## config.mk

```make
export PLATFORM = sky130hd
export DESIGN_NAME = tdm_access_unit
export DESIGN_NICKNAME = d
export VERILOG_FILES = /design/src/rtl/tdm_pkg.sv /design/src/rtl/tdm_bit_timer.sv /design/src/rtl/tdm_cfg_regs.sv /design/src/rtl/tdm_slot_lane.sv /design/src/rtl/tdm_access_unit.sv
export SDC_FILE = /design/constraint.sdc
export NUM_CORES = 1
export LEC_CHECK = 0
export ABC_AREA = 1
export BUFFER_PORTS_ARGS = -buffer_cell sky130_fd_sc_hd__clkbuf_2
export CAP_MARGIN = 20
export CELL_PAD_IN_SITES_DETAIL_PLACEMENT = 2
export CELL_PAD_IN_SITES_GLOBAL_PLACEMENT = 2
export CORE_MARGIN = 3
export CORE_UTILIZATION = 30
export CTS_BUF_LIST = sky130_fd_sc_hd__clkbuf_4
export DETAILED_ROUTE_END_ITERATION = 8
export MAX_ROUTING_LAYER = met4
export PLACE_DENSITY = 0.77
export SYNTH_ARGS = -nofsm -noshare
export SYNTH_HDL_FRONTEND = slang
export SYNTH_SLANG_ARGS = --single-unit
```

## constraint.sdc

```tcl
create_clock -name clk -period 2.35 [get_ports clk]
set_clock_uncertainty 0.1 [all_clocks]
set_input_delay 0.47 -clock clk [delete_from_list [all_inputs] [get_ports clk]]
set_output_delay 0.47 -clock clk [all_outputs]
set_load 0.05 [all_outputs]
```

## src/rtl/tdm_pkg.sv

```systemverilog
package tdm_pkg;

   localparam int CTRL_W = 6;

   typedef struct packed {
      logic mon;
      logic in1;
      logic in0;
      logic out1;
      logic out0;
      logic swap;
   } tdm_ctrl_t;

   typedef enum logic [2:0] {
      A_CTRL = 3'd0,
      A_SEL0 = 3'd1,
      A_SEL1 = 3'd2,
      A_DAT0 = 3'd3,
      A_DAT1 = 3'd4
   } tdm_addr_e;

endpackage

```

## src/rtl/tdm_bit_timer.sv

```systemverilog
module tdm_bit_timer #(
   parameter int NUM_TS = 12,
   parameter int BYTE_W = 8,
   parameter int TS_W   = 4
) (
   input  logic                      clk,
   input  logic                      rst_n,
   input  logic                      fsync,
   output logic                      in_frame,
   output logic [TS_W-1:0]           slot,
   output logic [$clog2(BYTE_W)-1:0] bit_idx
);
   localparam int FRAME_BITS = NUM_TS * BYTE_W;
   localparam int CNT_W      = $clog2(FRAME_BITS + 1);
   localparam int BIT_W      = $clog2(BYTE_W);

   if (BYTE_W != (1 << BIT_W)) begin : g_chk_pow2
      $error("tdm_bit_timer: BYTE_W must be a power of two");
   end
   if (NUM_TS > (1 << TS_W)) begin : g_chk_ts
      $error("tdm_bit_timer: NUM_TS does not fit the timeslot field");
   end

   logic [CNT_W-1:0] cnt_q;
   logic [CNT_W-1:0] cur;

   // a sync pulse overrides the counter so bit 0 is served in the sync cycle
   assign cur      = fsync ? '0 : cnt_q;
   assign in_frame = (cur < CNT_W'(FRAME_BITS));
   assign slot     = TS_W'(cur >> BIT_W);
   assign bit_idx  = cur[BIT_W-1:0];

   always_ff @(posedge clk) begin
      if (!rst_n) begin
         cnt_q <= CNT_W'(FRAME_BITS);   // idle: outside any frame
      end else if (in_frame) begin
         cnt_q <= cur + CNT_W'(1);
      end
   end

endmodule

```

## src/rtl/tdm_cfg_regs.sv

```systemverilog
module tdm_cfg_regs
   import tdm_pkg::*;
#(
   parameter int BYTE_W = 8
) (
   input  logic                   clk,
   input  logic                   rst_n,
   input  logic                   fsync,
   input  logic                   host_wr,
   input  logic [2:0]             host_addr,
   input  logic [BYTE_W-1:0]      host_wdata,
   output tdm_ctrl_t              ctrl_sh,
   output tdm_ctrl_t              ctrl_eff,
   output logic [1:0][BYTE_W-1:0] sel_sh,
   output logic [1:0][BYTE_W-1:0] sel_eff
);
   if (BYTE_W < CTRL_W) begin : g_chk_w
      $error("tdm_cfg_regs: BYTE_W too narrow for the control word");
   end

   tdm_ctrl_t              ctrl_act;
   logic [1:0][BYTE_W-1:0] sel_act;

   always_ff @(posedge clk) begin
      if (!rst_n) begin
         ctrl_sh <= '0;
         sel_sh  <= '0;
      end else if (host_wr) begin
         case (host_addr)
            A_CTRL:  ctrl_sh   <= tdm_ctrl_t'(host_wdata[CTRL_W-1:0]);
            A_SEL0:  sel_sh[0] <= host_wdata;
            A_SEL1:  sel_sh[1] <= host_wdata;
            default: ;
         endcase
      end
   end

   // active copy only moves on a frame boundary
   always_ff @(posedge clk) begin
      if (!rst_n) begin
         ctrl_act <= '0;
         sel_act  <= '0;
      end else if (fsync) begin
         ctrl_act <= ctrl_sh;
         sel_act  <= sel_sh;
      end
   end

   assign ctrl_eff = fsync ? ctrl_sh : ctrl_act;
   assign sel_eff  = fsync ? sel_sh  : sel_act;

endmodule

```

## src/rtl/tdm_slot_lane.sv

```systemverilog
module tdm_slot_lane #(
   parameter int BYTE_W = 8,
   parameter int TS_W   = 4
) (
   input  logic                      clk,
   input  logic                      rst_n,
   input  logic                      in_frame,
   input  logic [TS_W-1:0]           slot,
   input  logic [$clog2(BYTE_W)-1:0] bit_idx,
   input  logic                      up_in,
   input  logic                      dn_in,
   input  logic                      cap_en,
   input  logic [TS_W-1:0]           cap_ts,
   input  logic                      cap_up,
   input  logic                      drv_en,
   input  logic [TS_W-1:0]           drv_ts,
   input  logic                      host_load,
   input  logic [BYTE_W-1:0]         host_wdata,
   output logic [BYTE_W-1:0]         data_q,
   output logic                      drive,
   output logic                      drv_bit
);
   localparam int BIT_W = $clog2(BYTE_W);

   logic [BYTE_W-2:0] sh_q;
   logic              cap_hit;
   logic              sample;
   logic              last_bit;

   assign cap_hit  = cap_en && in_frame && (slot == cap_ts);
   assign sample   = cap_up ? up_in : dn_in;
   assign last_bit = (bit_idx == BIT_W'(BYTE_W - 1));

   always_ff @(posedge clk) begin
      if (!rst_n) begin
         sh_q   <= '0;
         data_q <= '0;
      end else begin
         if (cap_hit) begin
            sh_q <= {sh_q[BYTE_W-3:0], sample};
         end
         if (host_load) begin
            data_q <= host_wdata;
         end else if (cap_hit && last_bit) begin
            data_q <= {sh_q, sample};   // commit full byte
         end
      end
   end

   assign drive   = drv_en && in_frame && (slot == drv_ts);
   assign drv_bit = data_q[BIT_W'(BYTE_W - 1) - bit_idx];

endmodule

```

## src/rtl/tdm_access_unit.sv

```systemverilog
module tdm_access_unit
   import tdm_pkg::*;
#(
   parameter int NUM_TS = 12,
   parameter int BYTE_W = 8,
   parameter int TS_W   = 4
) (
   input  logic              clk,
   input  logic              rst_n,
   input  logic              fsync,
   input  logic              up_in,
   input  logic              dn_in,
   output logic              up_out,
   output logic              up_oe,
   output logic              dn_out,
   output logic              dn_oe,
   input  logic              host_wr,
   input  logic [2:0]        host_addr,
   input  logic [BYTE_W-1:0] host_wdata,
   input  logic [2:0]        host_raddr,
   output logic [BYTE_W-1:0] host_rdata
);
   localparam int BIT_W  = $clog2(BYTE_W);
   localparam int LINE_B = BYTE_W - 1;

   if (TS_W >= LINE_B) begin : g_chk_fields
      $error("tdm_access_unit: timeslot field overlaps the line bit");
   end

   logic                   in_frame;
   logic [TS_W-1:0]        slot;
   logic [BIT_W-1:0]       bit_idx;
   tdm_ctrl_t              ctrl_sh;
   tdm_ctrl_t              ctrl_eff;
   logic [1:0][BYTE_W-1:0] sel_sh;
   logic [1:0][BYTE_W-1:0] sel_eff;
   logic [1:0][BYTE_W-1:0] lane_data;
   logic [1:0]             lane_drive;
   logic [1:0]             lane_bit;
   logic [1:0]             cap_en_v;
   logic [1:0]             drv_en_v;
   logic [1:0]             drv_up;
   logic [1:0]             drv_dn;

   tdm_bit_timer #(.NUM_TS(NUM_TS), .BYTE_W(BYTE_W), .TS_W(TS_W)) timer_i (
      .clk      (clk),
      .rst_n    (rst_n),
      .fsync    (fsync),
      .in_frame (in_frame),
      .slot     (slot),
      .bit_idx  (bit_idx)
   );

   tdm_cfg_regs #(.BYTE_W(BYTE_W)) cfg_i (
      .clk        (clk),
      .rst_n      (rst_n),
      .fsync      (fsync),
      .host_wr    (host_wr),
      .host_addr  (host_addr),
      .host_wdata (host_wdata),
      .ctrl_sh    (ctrl_sh),
      .ctrl_eff   (ctrl_eff),
      .sel_sh     (sel_sh),
      .sel_eff    (sel_eff)
   );

   // monitor claims lane 0: capture forced on, send forced off
   always_comb begin
      cap_en_v[0] = ctrl_eff.in0 | ctrl_eff.mon;
      cap_en_v[1] = ctrl_eff.in1;
      drv_en_v[0] = ctrl_eff.out0 & ~ctrl_eff.mon;
      drv_en_v[1] = ctrl_eff.out1;
   end

   for (genvar i = 0; i < 2; i++) begin : g_lane
      localparam int PEER = 1 - i;
      localparam logic [2:0] DAT_ADDR = (i == 0) ? A_DAT0 : A_DAT1;

      logic              use_peer;
      logic [BYTE_W-1:0] in_sel;

      if (i == 0) begin : g_mon_pin
         assign use_peer = ctrl_eff.swap & ~ctrl_eff.mon;
      end else begin : g_plain
         assign use_peer = ctrl_eff.swap;
      end

      assign in_sel = use_peer ? sel_eff[PEER] : sel_eff[i];

      tdm_slot_lane #(.BYTE_W(BYTE_W), .TS_W(TS_W)) lane_i (
         .clk        (clk),
         .rst_n      (rst_n),
         .in_frame   (in_frame),
         .slot       (slot),
         .bit_idx    (bit_idx),
         .up_in      (up_in),
         .dn_in      (dn_in),
         .cap_en     (cap_en_v[i]),
         .cap_ts     (in_sel[TS_W-1:0]),
         .cap_up     (~in_sel[LINE_B]),
         .drv_en     (drv_en_v[i]),
         .drv_ts     (sel_eff[i][TS_W-1:0]),
         .host_load  (host_wr && (host_addr == DAT_ADDR)),
         .host_wdata (host_wdata),
         .data_q     (lane_data[i]),
         .drive      (lane_drive[i]),
         .drv_bit    (lane_bit[i])
      );

      assign drv_up[i] = lane_drive[i] &  sel_eff[i][LINE_B];
      assign drv_dn[i] = lane_drive[i] & ~sel_eff[i][LINE_B];
   end

   // lane 0 wins if both lanes collide on one line and timeslot
   assign up_oe  = |drv_up;
   assign dn_oe  = |drv_dn;
   assign up_out = drv_up[0] ? lane_bit[0] : (drv_up[1] ? lane_bit[1] : 1'b1);
   assign dn_out = drv_dn[0] ? lane_bit[0] : (drv_dn[1] ? lane_bit[1] : 1'b1);

   always_comb begin
      case (host_raddr)
         A_CTRL:  host_rdata = {{(BYTE_W - CTRL_W){1'b0}}, ctrl_sh};
         A_SEL0:  host_rdata = sel_sh[0];
         A_SEL1:  host_rdata = sel_sh[1];
         A_DAT0:  host_rdata = lane_data[0];
         A_DAT1:  host_rdata = lane_data[1];
         default: host_rdata = '0;
      endcase
   end

endmodule

```

==> Word-level counts from Yosys, hierarchy flattened <==
Index checks and enable logic that the tools add are counted.
W data, S select, Z words.
{ "totals": {"regBits": 81, "in_bits": 20, "output_inout_bits": 12, "word_cells": 89} }
{ "classes": {"add_sub_neg": 2, "n_lt_le_gt_ge": 2, "n_eq_ne": 13, "muxes": 20, "n_bitwise": 10, "n_reduce_logical": 21} }
{ "ops": {"columns": ["operator", "count"], "rows": [
  ["$mux W8", 6],
  ["$pmux W8 S5", 1],
  ["$eq A4 B4 Y1", 4],
  ["$mux W16", 1],
  ["$eq A3 B2 Y1 const B", 4],
  ["$logic_and A1 B1 Y1", 12],
  ["$eq A3 B3 Y1 const B", 3],
  ["$mux W1", 8],
  ["$add A7 B1 Y7 const B", 1],
  ["$lt A7 B7 Y1 const B", 1],
  ["$mux W7", 1],
  ["$and A1 B1 Y1", 6],
  ["$bmux W1 S3", 2],
  ["$eq A3 B1 Y1 const B", 2],
  ["$logic_not A3 Y1", 2],
  ["$mux W6", 1],
  ["$reduce_and A2 Y1", 3],
  ["$lt A3 B4 Y1 const B", 1],
  ["$reduce_bool A2 Y1", 2],
  ["$reduce_or A2 Y1", 2],
  ["$not A1 Y1", 3],
  ["$sub A3 B3 Y3 const A", 1],
  ["$or A1 B1 Y1", 1]
]} }

==> Logic depth before layout (Yosys ltp) <==
Gate-level depths: netlist of run 1.
{ "logic_depth": {"word_depth": 9, "mapped_depth": 15, "ltp_nobuf": 14} }

==> Modules after synthesis <==
Synthesis of run 1 repeated with hierarchy kept, for this count alone.
{ "hier_totals": {"cells_unflattened": 746, "hier_area_um2": 4794.6} }
{ "by_module_without_submodules": {"columns": ["module", "n_inst", "cells_each", "area_each_um2", "seq_area_each_um2"], "rows": [
  ["tdm_slot_lane", 2, 152, 984.7, 300.3],
  ["tdm_cfg_regs", 1, 254, 1794.2, 880.8],
  ["tdm_access_unit", 1, 128, 638.1, 0.0],
  ["tdm_bit_timer", 1, 60, 392.9, 140.1]
]} }

==> Worst setup path before layout of run 1 <==
Ideal clock, no wire load.
{ "synth_timing": {"kind": "input to output", "start": "input fsync", "end": "output dn_out", "arrival_time_ns": 2.397, "t_required_ns": 1.780, "path_slack_ns": -0.617, "path_stages": 10, "n_path_buf": 2, "path_cell_list": "buf_6 > buf_6 > nor2_2 > inv_2 > nand2_1 > o2111ai_1 > nor3_1 > nand2_1 > nand2_1 > nand3_1"} }
{ "synth_via": {"elab_chain_len": 7, "word_cells_on_any_way": 23, "cone_classes": "add/sub (1); order compare (1); eq/ne (2); mux (9); bitwise (6); reduce/logical (4)"} }
{ "synth_rtl": {"columns": ["item", "line_no", "source"], "rows": [
  ["start: declaration", "tdm_access_unit.sv:10", "input logic fsync,"],
  ["parallel branches: the longest is 6 deep, another holds $sub A3 B3 Y3", null, null],
  ["$mux W1 (*)", "tdm_access_unit.sv:118", "assign dn_out = drv_dn[0] ? lane_bit[0] : (drv_dn[1] ? lane_bit[1] : 1'b1);"],
  ["end: declaration", "tdm_access_unit.sv:15", "output logic dn_out,"]
]} }
Mark *: on every way between the ends. The select of a mux whose other input is x is not followed.

==> Final worst setup path of run 1 <==
{ "layout_timing": {"start": "register cfg_i.sel_sh[1] (netlist name)", "end": "output dn_oe"} }
{ "layout_via": {"elab_chain_len": 5} }
{ "layout_rtl": {"columns": ["item", "line_no", "source"], "rows": [
  ["start: declaration", "tdm_cfg_regs.sv:14", "output logic [1:0][BYTE_W-1:0] sel_sh,"],
  ["$mux W16", "tdm_cfg_regs.sv:50", "assign sel_eff = fsync ? sel_sh : sel_act;"],
  ["$eq A4 B4 Y1", "tdm_slot_lane.sv:50", "assign drive = drv_en && in_frame && (slot == drv_ts);"],
  ["$logic_and A1 B1 Y1", "tdm_slot_lane.sv:50", null],
  ["$and A1 B1 Y1", "tdm_access_unit.sv:111", "assign drv_dn[i] = lane_drive[i] & ~sel_eff[i][LINE_B];"],
  ["$reduce_or A2 Y1", "tdm_access_unit.sv:116", "assign dn_oe = |drv_dn;"],
  ["end: declaration", "tdm_access_unit.sv:16", "output logic dn_oe,"]
]} }
Every way passes these cells.

==> summary.md, run 1 <==
| Metric | Value |
|---|---|
| Seq/Total Area, Yosys | `0.375` |
| Sink Count | `75` |
| Routability cong. | `0.911` |
| Yosys top cell area share | `0.375` |
| Crit path time final | `2.93 ns` |
| Met3 usage | `0.0448` |
| Worst Min Path Start | `host_wdata[6]` |
| GRT Max-Usage Layer | `met2` |
| Initial antenna violation count | `2` |
| Yosys top cell by area | `dfxtp_1` |
| RR Startpoint | `cfg_i.ctrl_sh[5]$_SDFFE_PN0P_` |
| Number of global-route vias before repair | `5,181` |
| Post-Synth Adder-Cell Area | `0.00625` |
| Cell area after synthesis | `4000 um2` |
| CP max FO | `3` |
| FF-to-FF End | `g_lane[0].lane_i.data_q[0]$_SDFFE_PN0P_` |
| Synth unique cells | `36` |
| Worst-Margin Slew | `0.874 ns` |
| Peak Freq | `341 MHz` |
| Seq pwr share | `0.474` |
| First drt pass iteration count | `5` |
| Crit path DAT | `2.36 ns` |
| Largest net degree at the start of global routing | `59` |
| Internal | `0.00181 W` |
| R2r worst-path depth | `14` |
| Commonest cells post-synth | `nand2_1, dfxtp_1, inv_1, o21ai_0, nor2_1` |
| Synth async-reset ratio | `0` |
| Reg clk slew, reported paths | `0.16 ns` |
| Setup crit start | `cfg_i.sel_sh[1]$_SDFFE_PN0P_` |
| Routed via count | `5,020` |
| Failing checks | `negative setup slack` |
| Tot GR Track Use | `0.270` |
| First-pass GRT wire length | `29,500 um` |
| Synth Register Bits | `75` |
| R2R Setup Slk | `-0.11 ns` |
| Pwr Density | `520 nW/um2` |
| Worst Hold Class | `input port to flip-flop` |
| Min-Delay Path Depth | `3` |
| WL/cell | `26.8 um` |
| Count leader, synth | `nand2_1` |
| Fill cells | `1,442` |
| Final worst slack | `-0.583 ns` |
| Fraction of the mapped netlist area in simple logic gates | `0.287` |
| DR DRC count | `0` |
| Largest cells by area after synthesis | `dfxtp_1, nand2_1, o21ai_0` |
| Post-route antenna net violation count | `0` |
| Compound-cell area share of the yosys netlist | `0.223` |
| Post-Synth XOR/XNOR Area | `0` |
| CTS tree | `built` |
| YS warnings | `0` |
| Combinational power share | `0.249` |
| Max-cap viol count | `0` |
| DP Worst Slack | `-0.473 ns` |
| Area delta synth->final | `40.6%` |
| Switching Power | `0.00112 W` |
| Met2 GRT Util | `0.447` |
| Req. time, crit path | `1.78 ns` |
| Sw frac | `0.383` |
| Starting density of the core | `0.312` |
| Clock buffer depth | `2` |
| Final hold violation count | `0` |
| Die area | `14,800 um2` |
| 1st-iter DRT viols | `508` |
| Main combinational cell family by area after synthesis | `simple AND/OR/NAND/NOR gates` |
| Core area | `12,800 um2` |
| EDFF count, synth | `0` |
| Placement Rows | `41` |
| Drt total wl | `23,500 um` |
| Num CTS Buffers | `9` |
| Total grt overflow | `0` |
| Clock share of power | `0.277` |
| Post-DP HPWL | `12,900 um` |
| Chip height | `122 um` |
| Top-Level Pins | `32` |
| Endpoint type of the worst setup path | `primary output` |
| Port bufs | `31` |
| Hold Crit Endpoint | `cfg_i.sel_sh[6]$_SDFFE_PN0P_` |
| Die Span X | `122 um` |
| Pins Over Slew Limit | `0` |
| Synth Instances | `598` |
| Max-slew headroom | `0.416` |
| Mean Syn Cell Area | `6.70 um2` |
| Post-Syn Nets | `620` |
| Fraction of layout cells with a size suffix above 1 | `0.322` |
| Clk Latency, worst-skew pair | `0.51 ns` |
| Pleak | `2.45 nW` |
| Final period util | `1.25` |
| Final setup vio count | `21` |
| RSZ-0062 raised after global routing | `true` |
| Nets | `718` |
| Worst vdd ir | `0.199 mV` |
| Via density | `5.74` |
| H-tree Lvls | `3` |
| Clk root buf | `clkbuf_4` |
| Status | `complete, but fails checks` |
| Final setup TNS | `-2.97 ns` |
| Kind of critical path | `flip-flop to primary output` |
| Top_reg_cell synth | `dfxtp_1` |
| Mux contribution to synthesized area | `0` |
| CP startpoint kind | `flip-flop` |
| Grt met1 use | `0.328` |
metal layers:
| metal | share of wire | wire, um | vias to the layer above |
|---|---|---|---|
| met1 | 0.39 | 9200 | 2533 |
| li1 | - | - | 2187 |
| met2 | 0.50 | 11800 | 216 |
| met3 | 0.055 | 1290 | 84 |
| met4 | 0.049 | 1150 | 0 |
| met5 | 0 | 0 | - |
state kept, by name (all words and copies together), names as in the netlist:
signal	flops
cfg_i.sel_sh	16
g_lane.lane_i.data_q	16
g_lane.lane_i.sh_q	14
cfg_i.sel_act	10
timer_i.cnt_q	7
cfg_i.ctrl_act	6
cfg_i.ctrl_sh	6
stage by stage:
stage | instance area (um2) | hold slack [ns] | power [W] | std cells | utilization
2_1_floorplan | 4050 | 0.324 | 0.00170 | 598 | -
3_3_place_gp | 4900 | 0.335 | 0.00192 | 837 | 0.382
3_5_place_dp | 4900 | 0.356 | 0.00195 | 837 | 0.382
4_1_cts | 5240 | 0.182 | 0.00274 | 863 | 0.408
5_1_grt | 5630 | 0.216 | 0.00303 | 875 | 0.439
6_report | 5630 | 0.237 | 0.00293 | 875 | 0.439
placed cells by master, fill, tap and decap left out, drive strengths merged, types with 2 or more instances in the layout:
master	synthesis	final
nand2	128	128
buf	10	86
o21ai	79	79
inv	78	76
dfxtp	75	75
nor2	72	72
a21oi	51	51
nand3	47	48
clkbuf	13	31
o22ai	11	11
clkinv	1	7
nor3	6	6
a221oi	6	6
o221ai	4	4
clkinvlp	0	3
nor4	3	3
nand4	2	3
diode	0	2
a221o	2	2
o2111ai	2	2
o211ai	2	2
ha	2	2
power by group through the flow:
stage / clock [W] / combinational [W] / sequential, W
3_3_place_gp: 0 / 0.000519 / 0.00140
2_1_floorplan: 0 / 0.000313 / 0.00139
4_1_cts: 0.000769 / 0.000594 / 0.00138
5_1_grt: 0.000875 / 0.000768 / 0.00139
6_report: 0.000812 / 0.000727 / 0.00139
3_5_place_dp: 0 / 0.000551 / 0.00140
repair_timing:
item                                    4_1_cts  5_1_grt
hold buffers                                  0        0
cloned                                        0        3
hold endpoints to repair                      0        0
endpoints found under the setup margin        5       38
gates resized for setup                      42       69
buffers inserted                             10       13
pin swaps                                     9       20
kinds of logic (layout without fill, tap and decap cells):
logic type / count (synthesis) / in the layout
buffers and inverters: 102 / 203
AO/OA/AOI/OAI: 160 / 160
adder cells (fa/ha/maj): 2 / 2
flip-flops: 75 / 75
other: 0 / 2
AND/OR/NAND/NOR: 259 / 261
worst max-delay path, cell delays in order, from the launching register on:
cell	delay, ns
dfxtp_1	0.38
nand2_1	0.10
o21ai_0	0.18
nand2_2	0.14
o2111ai_4	0.14
nor3_4	0.37
nand2_2	0.17
nand2_4	0.14
buf_12	0.11
buf_12	0.12
area by class of cell:
cell class,count,area (um2),area share
Clock inverter,7,45.0,0.00800
Antenna cell,2,5.00,0.000889
Sequential cell,75,1520,0.269
Clock buffer,9,67.6,0.0120
Tap cell,172,215,0.0382
Timing Repair Buffer,108,988,0.176
Inverter,79,314,0.0558
Multi-Input combinational cell,423,2480,0.440
worst max path at each step:
stage	endpoint	cells past startpoint
final	dn_oe	9
after global routing	dn_oe	9
after CTS	dn_out	10
after detailed placement	up_out	11
after global placement	up_out	11
after floorplan	host_rdata[0]	3
No activity file was read; power rests on OpenSTA's default activity.
==> run 2: changes to the inputs <==
--- a/config.mk
+++ b/config.mk
@@ -18,4 +18,5 @@
 export PLACE_DENSITY = 0.77
 export SYNTH_ARGS = -nofsm -noshare
 export SYNTH_HDL_FRONTEND = slang
+export SYNTH_HIERARCHICAL = 1
 export SYNTH_SLANG_ARGS = --single-unit
==> summary.md, run 2 <==
| Metric | Value |
|---|---|
| Peak Freq | `350 MHz (+2.7%)` |
| 1st-iter DRT viols | `217 (-57%)` |
| Clock buffer depth | `2 (unchanged)` |
| Tot GR Track Use | `0.233 (-0.0371)` |
| Max-cap viol count | `0 (unchanged)` |
| Kind of critical path | `flip-flop to primary output` |
| RR Startpoint | `cfg_i/ctrl_sh[5]$_SDFFE_PN0P_` |
| Chip height | `130 um (+6.6%)` |
| Final period util | `1.22 (-0.0323)` |
| Fill cells | `1,796 (+25%)` |
| Routed via count | `5,113 (+1.9%)` |
| DP Worst Slack | `-0.756 ns (-0.282 ns)` |
| First drt pass iteration count | `5 (unchanged)` |
| Final worst slack | `-0.507 ns (+0.0758 ns)` |
| CP startpoint kind | `flip-flop` |
| Worst vdd ir | `0.222 mV (+11%)` |
| Endpoint type of the worst setup path | `primary output` |
| Number of global-route vias before repair | `5,530 (+6.7%)` |
| Clk root buf | `clkbuf_4` |
| Pleak | `2.76 nW (+12%)` |
| Starting density of the core | `0.310 (-0.00198)` |
| H-tree Lvls | `3 (unchanged)` |
| Pins Over Slew Limit | `0 (unchanged)` |
| Mean Syn Cell Area | `6.39 um2 (-4.5%)` |
| Port bufs | `31 (unchanged)` |
| Worst Min Path Start | `host_wdata[7]` |
| Clk Latency, worst-skew pair | `0.48 ns (-0.03 ns)` |
| Largest net degree at the start of global routing | `33 (-44%)` |
| Largest regs | `cfg_i/sel_sh (16), g_lane.lane_i/data_q (16), g_lane.lane_i/sh_q (14)` |
| Die Span X | `130 um (+6.6%)` |
| Nets | `836 (+16%)` |
| Setup crit start | `timer_i/cnt_q[0]$_SDFFE_PN0N_` |
| Top-Level Pins | `32 (unchanged)` |
| Failing checks | `negative setup slack` |
| YS warnings | `6 (+6)` |
| # hold bufs at CTS | `0 (unchanged)` |
| R2r worst-path depth | `14 (unchanged)` |
| DR DRC count | `0 (unchanged)` |
| Post-DP HPWL | `13,900 um (+8.2%)` |
| Worst Hold Class | `input port to flip-flop` |
| Status | `complete, but fails checks` |
| Most frequent cells in the layout | `nand2_1, nor2_1, buf_4` |
| First-pass GRT wire length | `29,200 um (-1.1%)` |
| Total Power | `0.00283 W (-3.4%)` |
| Pwr Density | `483 nW/um2 (-7.0%)` |
| CP max FO | `6 (+3)` |
| Area delta synth->final | `27.8%` |
| Layout Cells excl Fill | `1,004 (+15%)` |
| Final hold violation count | `0 (unchanged)` |
| Max-slew headroom | `0.532 (+0.115)` |
| Sink Count | `75 (unchanged)` |
| Reg clk slew, reported paths | `0.14 ns (-0.02 ns)` |
| Final setup TNS | `-1.66 ns (+1.31 ns)` |
| Fraction of layout cells with a size suffix above 1 | `0.280 (-0.0428)` |
| Crit path DAT | `2.29 ns (-0.07 ns)` |
| Die area | `16,800 um2 (+14%)` |
| Final setup vio count | `4 (-81%)` |
| WL/cell | `18.6 um (-31%)` |
| Cell area after synthesis | `4580 um2 (+14%)` |
| Most common cell after layout, fill and taps aside | `nand2_1` |
| Worst-Margin Slew | `0.702 ns (-0.173 ns)` |
| Synth Instances | `716 (+20%)` |
| Num CTS Buffers | `9 (unchanged)` |
| Drt total wl | `18,700 um (-20%)` |
| Post-route antenna net violation count | `0 (unchanged)` |
| Dpl cells | `978 (+17%)` |
| Core area | `14,800 um2 (+15%)` |
| Post-Syn Nets | `737 (+19%)` |
| RSZ-0062 raised after global routing | `true` |
| Total grt overflow | `0 (unchanged)` |
| Via density | `5.09 (-11%)` |
| Routability cong. | `0.875 (-4.0%)` |
| Initial antenna violation count | `1 (-1)` |
| Req. time, crit path | `1.78 ns (about the same)` |
| Placement Rows | `44 (+7.3%)` |
| Min-Delay Path Depth | `5 (+2)` |
| CTS tree | `built` |
| Crit path time final | `2.86 ns (-0.0758 ns)` |
| Finished Core Util | `0.396 (-0.0425)` |
run 2: stage by stage:
step / instance area, um2 / hold WS (ns)
2_1_floorplan: 4640 / 0.335
3_3_place_gp: 5420 / 0.351
3_5_place_dp: 5420 / 0.364
4_1_cts: 5710 / 0.276
5_1_grt: 5850 / 0.291
6_report: 5850 / 0.290
run 2: repair_timing:
action / in CTS / in global routing
gates cloned: 0 / 3
endpoints found under the hold margin: 0 / 0
buffers inserted: 6 / 2
resized for setup: 39 / 37
pin swaps: 13 / 9
setup endpoints to repair: 12 / 31
run 2: where the power goes:
part	switching (W)	internal (W)	leakage [nW]
combinational	0.000342	0.000188	2.06
sequential	0.0000314	0.00131	0.612
clock	0.000519	0.000436	0.0862
run 2: final cells by class:
cell class	instances	area (um2)	share of cell area
Timing Repair Buffer	119	925	0.158
Clock buffer	10	75.1	0.0128
Sequential cell	75	1520	0.259
Inverter	87	343	0.0586
Clock inverter	5	78.8	0.0135
Multi-Input combinational cell	523	2680	0.458
Antenna cell	1	2.50	0.000428
Tap cell	184	230	0.0394
run 2: metal layers:
| metal | routed length [um] | share of wire | vias up | track usage |
|---|---|---|---|---|
| met4 | 313 | 0.017 | 0 | 0.0654 |
| li1 | - | - | 2480 | - |
| met2 | 9910 | 0.53 | 70 | 0.417 |
| met5 | 0 | 0 | - | - |
| met3 | 432 | 0.023 | 27 | 0.0334 |
| met1 | 8040 | 0.43 | 2536 | 0.271 |
run 2: worst max-delay path: stages (launching register included):
cell       delay (ns)
dfxtp_2          0.36
inv_1            0.05
nor2_2           0.13
buf_6            0.14
buf_4            0.11
o211ai_1         0.08
nand2_1          0.09
nor2_1           0.05
a31oi_1          0.18
inv_2            0.10
o211ai_1         0.28
clkbuf_16        0.23
run 2: final timing paths:
path / slack (ns) / endpoint
hold / removal: 0.29 / cfg_i/sel_sh[15]$_SDFFE_PN0P_
hold reg to reg: 0.38 / cfg_i/sel_act[0]$_SDFF_PN0_
setup / recovery: -0.51 / dn_out
setup reg to reg: 0.07 / g_lane[0].lane_i/sh_q[5]$_SDFFE_PN0P_
==> run 3: changes to the inputs <==
--- a/config.mk
+++ b/config.mk
@@ -15,7 +15,7 @@
 export CTS_BUF_LIST = sky130_fd_sc_hd__clkbuf_4
 export DETAILED_ROUTE_END_ITERATION = 8
 export MAX_ROUTING_LAYER = met4
-export PLACE_DENSITY = 0.77
+export PLACE_DENSITY = 0.78
 export SYNTH_ARGS = -nofsm -noshare
 export SYNTH_HDL_FRONTEND = slang
 export SYNTH_HIERARCHICAL = 1
==> summary.md, run 3 (same netlist as run 2, synthesis figures left out) <==
| Metric | Value |
|---|---|
| Dpl cells | `973 (-0.51%)` |
| Initial antenna violation count | `1 (unchanged)` |
| Starting density of the core | `0.310 (unchanged)` |
| Total grt overflow | `0 (unchanged)` |
| Endpoint type of the worst setup path | `primary output` |
| Tot GR Track Use | `0.236 (+0.00284)` |
| Die Span X | `130 um (unchanged)` |
| Status | `complete, but fails checks` |
| Clock buffer depth | `2 (unchanged)` |
| Core area | `14,800 um2 (unchanged)` |
| Crit path time final | `2.89 ns (+0.0362 ns)` |
| Area delta synth->final | `30.5%` |
| DR DRC count | `0 (unchanged)` |
| CP max FO | `5 (-1)` |
| Nets | `840 (+0.48%)` |
| Largest net degree at the start of global routing | `53 (+61%)` |
| H-tree Lvls | `3 (unchanged)` |
| Via density | `5.01 (-1.7%)` |
| Sink Count | `75 (unchanged)` |
| DR top layer | `met4` |
| Most common cell after layout, fill and taps aside | `nand2_1` |
| Final period util | `1.23 (+0.0154)` |
| First drt pass iteration count | `4 (-1)` |
| Final hold violation count | `0 (unchanged)` |
| Pleak | `2.77 nW (+0.50%)` |
| Clk root buf | `clkbuf_4` |
| CP startpoint kind | `input port` |
| Failing checks | `negative setup slack` |
| Layout Cells excl Fill | `1,009 (+0.50%)` |
| Drt total wl | `18,700 um (+0.18%)` |
| Pwr Density | `459 nW/um2 (-5.1%)` |
| Peak Freq | `346 MHz (-1.3%)` |
| Worst Hold Class | `input port to flip-flop` |
| Routed via count | `5,053 (-1.2%)` |
| RSZ-0062 raised after global routing | `true` |
| Routability cong. | `0.873 (-0.19%)` |
| Worst vdd ir | `0.230 mV (+3.6%)` |
| Placement Rows | `44 (unchanged)` |
| Worst-Margin Slew | `0.612 ns (-0.0902 ns)` |
| Max-slew headroom | `0.592 (+0.0602)` |
| Max-cap viol count | `0 (unchanged)` |
| Reg clk slew, reported paths | `0.13 ns (about the same)` |
| Final setup vio count | `4 (unchanged)` |
| Kind of critical path | `input port to primary output` |
| Worst hold slack | `0.237 ns (-0.0525 ns)` |
| Largest regs | `cfg_i/sel_sh (16), g_lane.lane_i/data_q (16), g_lane.lane_i/sh_q (14)` |
| Port bufs | `31 (unchanged)` |
| Die area | `16,800 um2 (unchanged)` |
| Register area | `1510 um2 (about the same)` |
| Fraction of layout cells with a size suffix above 1 | `0.290 (+0.0104)` |
| WL/cell | `18.6 um (-0.31%)` |
| Area taken by multi-input logic gates | `2730 um2 (+1.8%)` |
| Num CTS Buffers | `9 (unchanged)` |
| Post-route antenna net violation count | `0 (unchanged)` |
| Chip height | `130 um (unchanged)` |
| Clk Latency, worst-skew pair | `0.47 ns (about the same)` |
| CTS tree | `built` |
| Met3 Wirelength | `315 um (-27%)` |
| Crit path DAT | `2.32 ns (+0.03 ns)` |
| Number of global-route vias before repair | `5,573 (+0.78%)` |
| Met2 routed WL | `9840 um (-0.67%)` |
| WL met1 | `8250 um (+2.6%)` |
| Req. time, crit path | `1.78 ns (about the same)` |
| Final worst slack | `-0.543 ns (-0.0362 ns)` |
| Post-DP HPWL | `14,000 um (+0.59%)` |
| Pins Over Slew Limit | `0 (unchanged)` |
| Top-Level Pins | `32 (unchanged)` |
| First-pass GRT wire length | `29,800 um (+2.2%)` |
| Total Power | `0.00274 W (-3.1%)` |
| Fill cells | `1,801 (+0.28%)` |
| Most frequent cells in the layout | `nand2_1, nor2_1, buf_4` |
| 1st-iter DRT viols | `229 (+5.5%)` |
run 3: changes by cell type in the layout (fill, tap and decap cells not counted), moves of 2 or more:
cell and change:
a21oi_2 +5, buf_2 -3, buf_4 +3, o21ai_1 +8
clkinv_1 +2, buf_6 -5, inv_1 -2, a21oi_1 -5
o21ai_0 -9, dfxtp_2 +2, buf_8 +3
run 3: final timing paths:
| path | start | endpoint | slack [ns] | depth (start not counted) |
|---|---|---|---|---|
| max reg2reg | cfg_i/ctrl_sh[0]$_SDFFE_PN0P_ | g_lane[1].lane_i/data_q[6]$_SDFFE_PN0P_ | 0.09 | 13 |
| min | rst_n | timer_i/cnt_q[5]$_SDFFE_PN1N_ | 0.24 | 2 |
| min reg2reg | g_lane[0].lane_i/sh_q[3]$_SDFFE_PN0P_ | g_lane[0].lane_i/sh_q[3]$_SDFFE_PN0P_ | 0.38 | 2 |
| max | fsync | dn_out | -0.54 | 12 |
run 3: layout make-up:
type                    count  share of cell area
inverters                  87              0.0580
clock buffers              10              0.0126
well taps                 184              0.0386
repair buffers            122               0.171
flip-flops and latches     75               0.254
clock inverters             6             0.00943
multi-input cells         524               0.457
diodes                      1            0.000419
run 3: timing repair:
item / CTS / global route
endpoints found under the setup margin: 16 / 34
gates resized for setup: 62 / 34
gates cloned: 2 / 3
hold buffers: 0 / 0
pin swaps: 15 / 12
setup buffers: 11 / 4
run 3: metrics by stage:
| step | utilization | setup WS [ns] | cell area (um2) | TNS (ns) |
|---|---|---|---|---|
| floorplan | - | -0.400 | 4640 | -0.400 |
| global placement | 0.366 | -0.477 | 5400 | -12.24 |
| detailed placement | 0.366 | -0.642 | 5400 | -15.95 |
| CTS | 0.395 | -0.510 | 5830 | -1.62 |
| global route | 0.405 | -0.706 | 5970 | -2.76 |
| finish | 0.405 | -0.543 | 5970 | -1.63 |
run 3: critical path, cell delays in order:
cell and delay [ns]:
clkbuf_8 0.15, bufbuf_16 0.27, nand2_4 0.07, nand2_2 0.06
nor2_2 0.12, nand2_1 0.08, a21oi_2 0.11, nand4_1 0.11
nor3_2 0.20, nand2_2 0.13, o211ai_1 0.31, clkbuf_16 0.23
run 3: report_power, final:
group / switching (W) / total (W) / internal, W
Combinational: 0.000351 / 0.000564 / 0.000212
Sequential: 0.0000331 / 0.00134 / 0.00131
Clock: 0.000505 / 0.000833 / 0.000328
Total: 0.000889 / 0.00274 / 0.00185
run 3: layer usage:
layer	GRT usage	up-vias
li1	-	2498
met3	0.0272	20
met2	0.419	53
met1	0.279	2482
met5	-	-
met4	0.0709	0
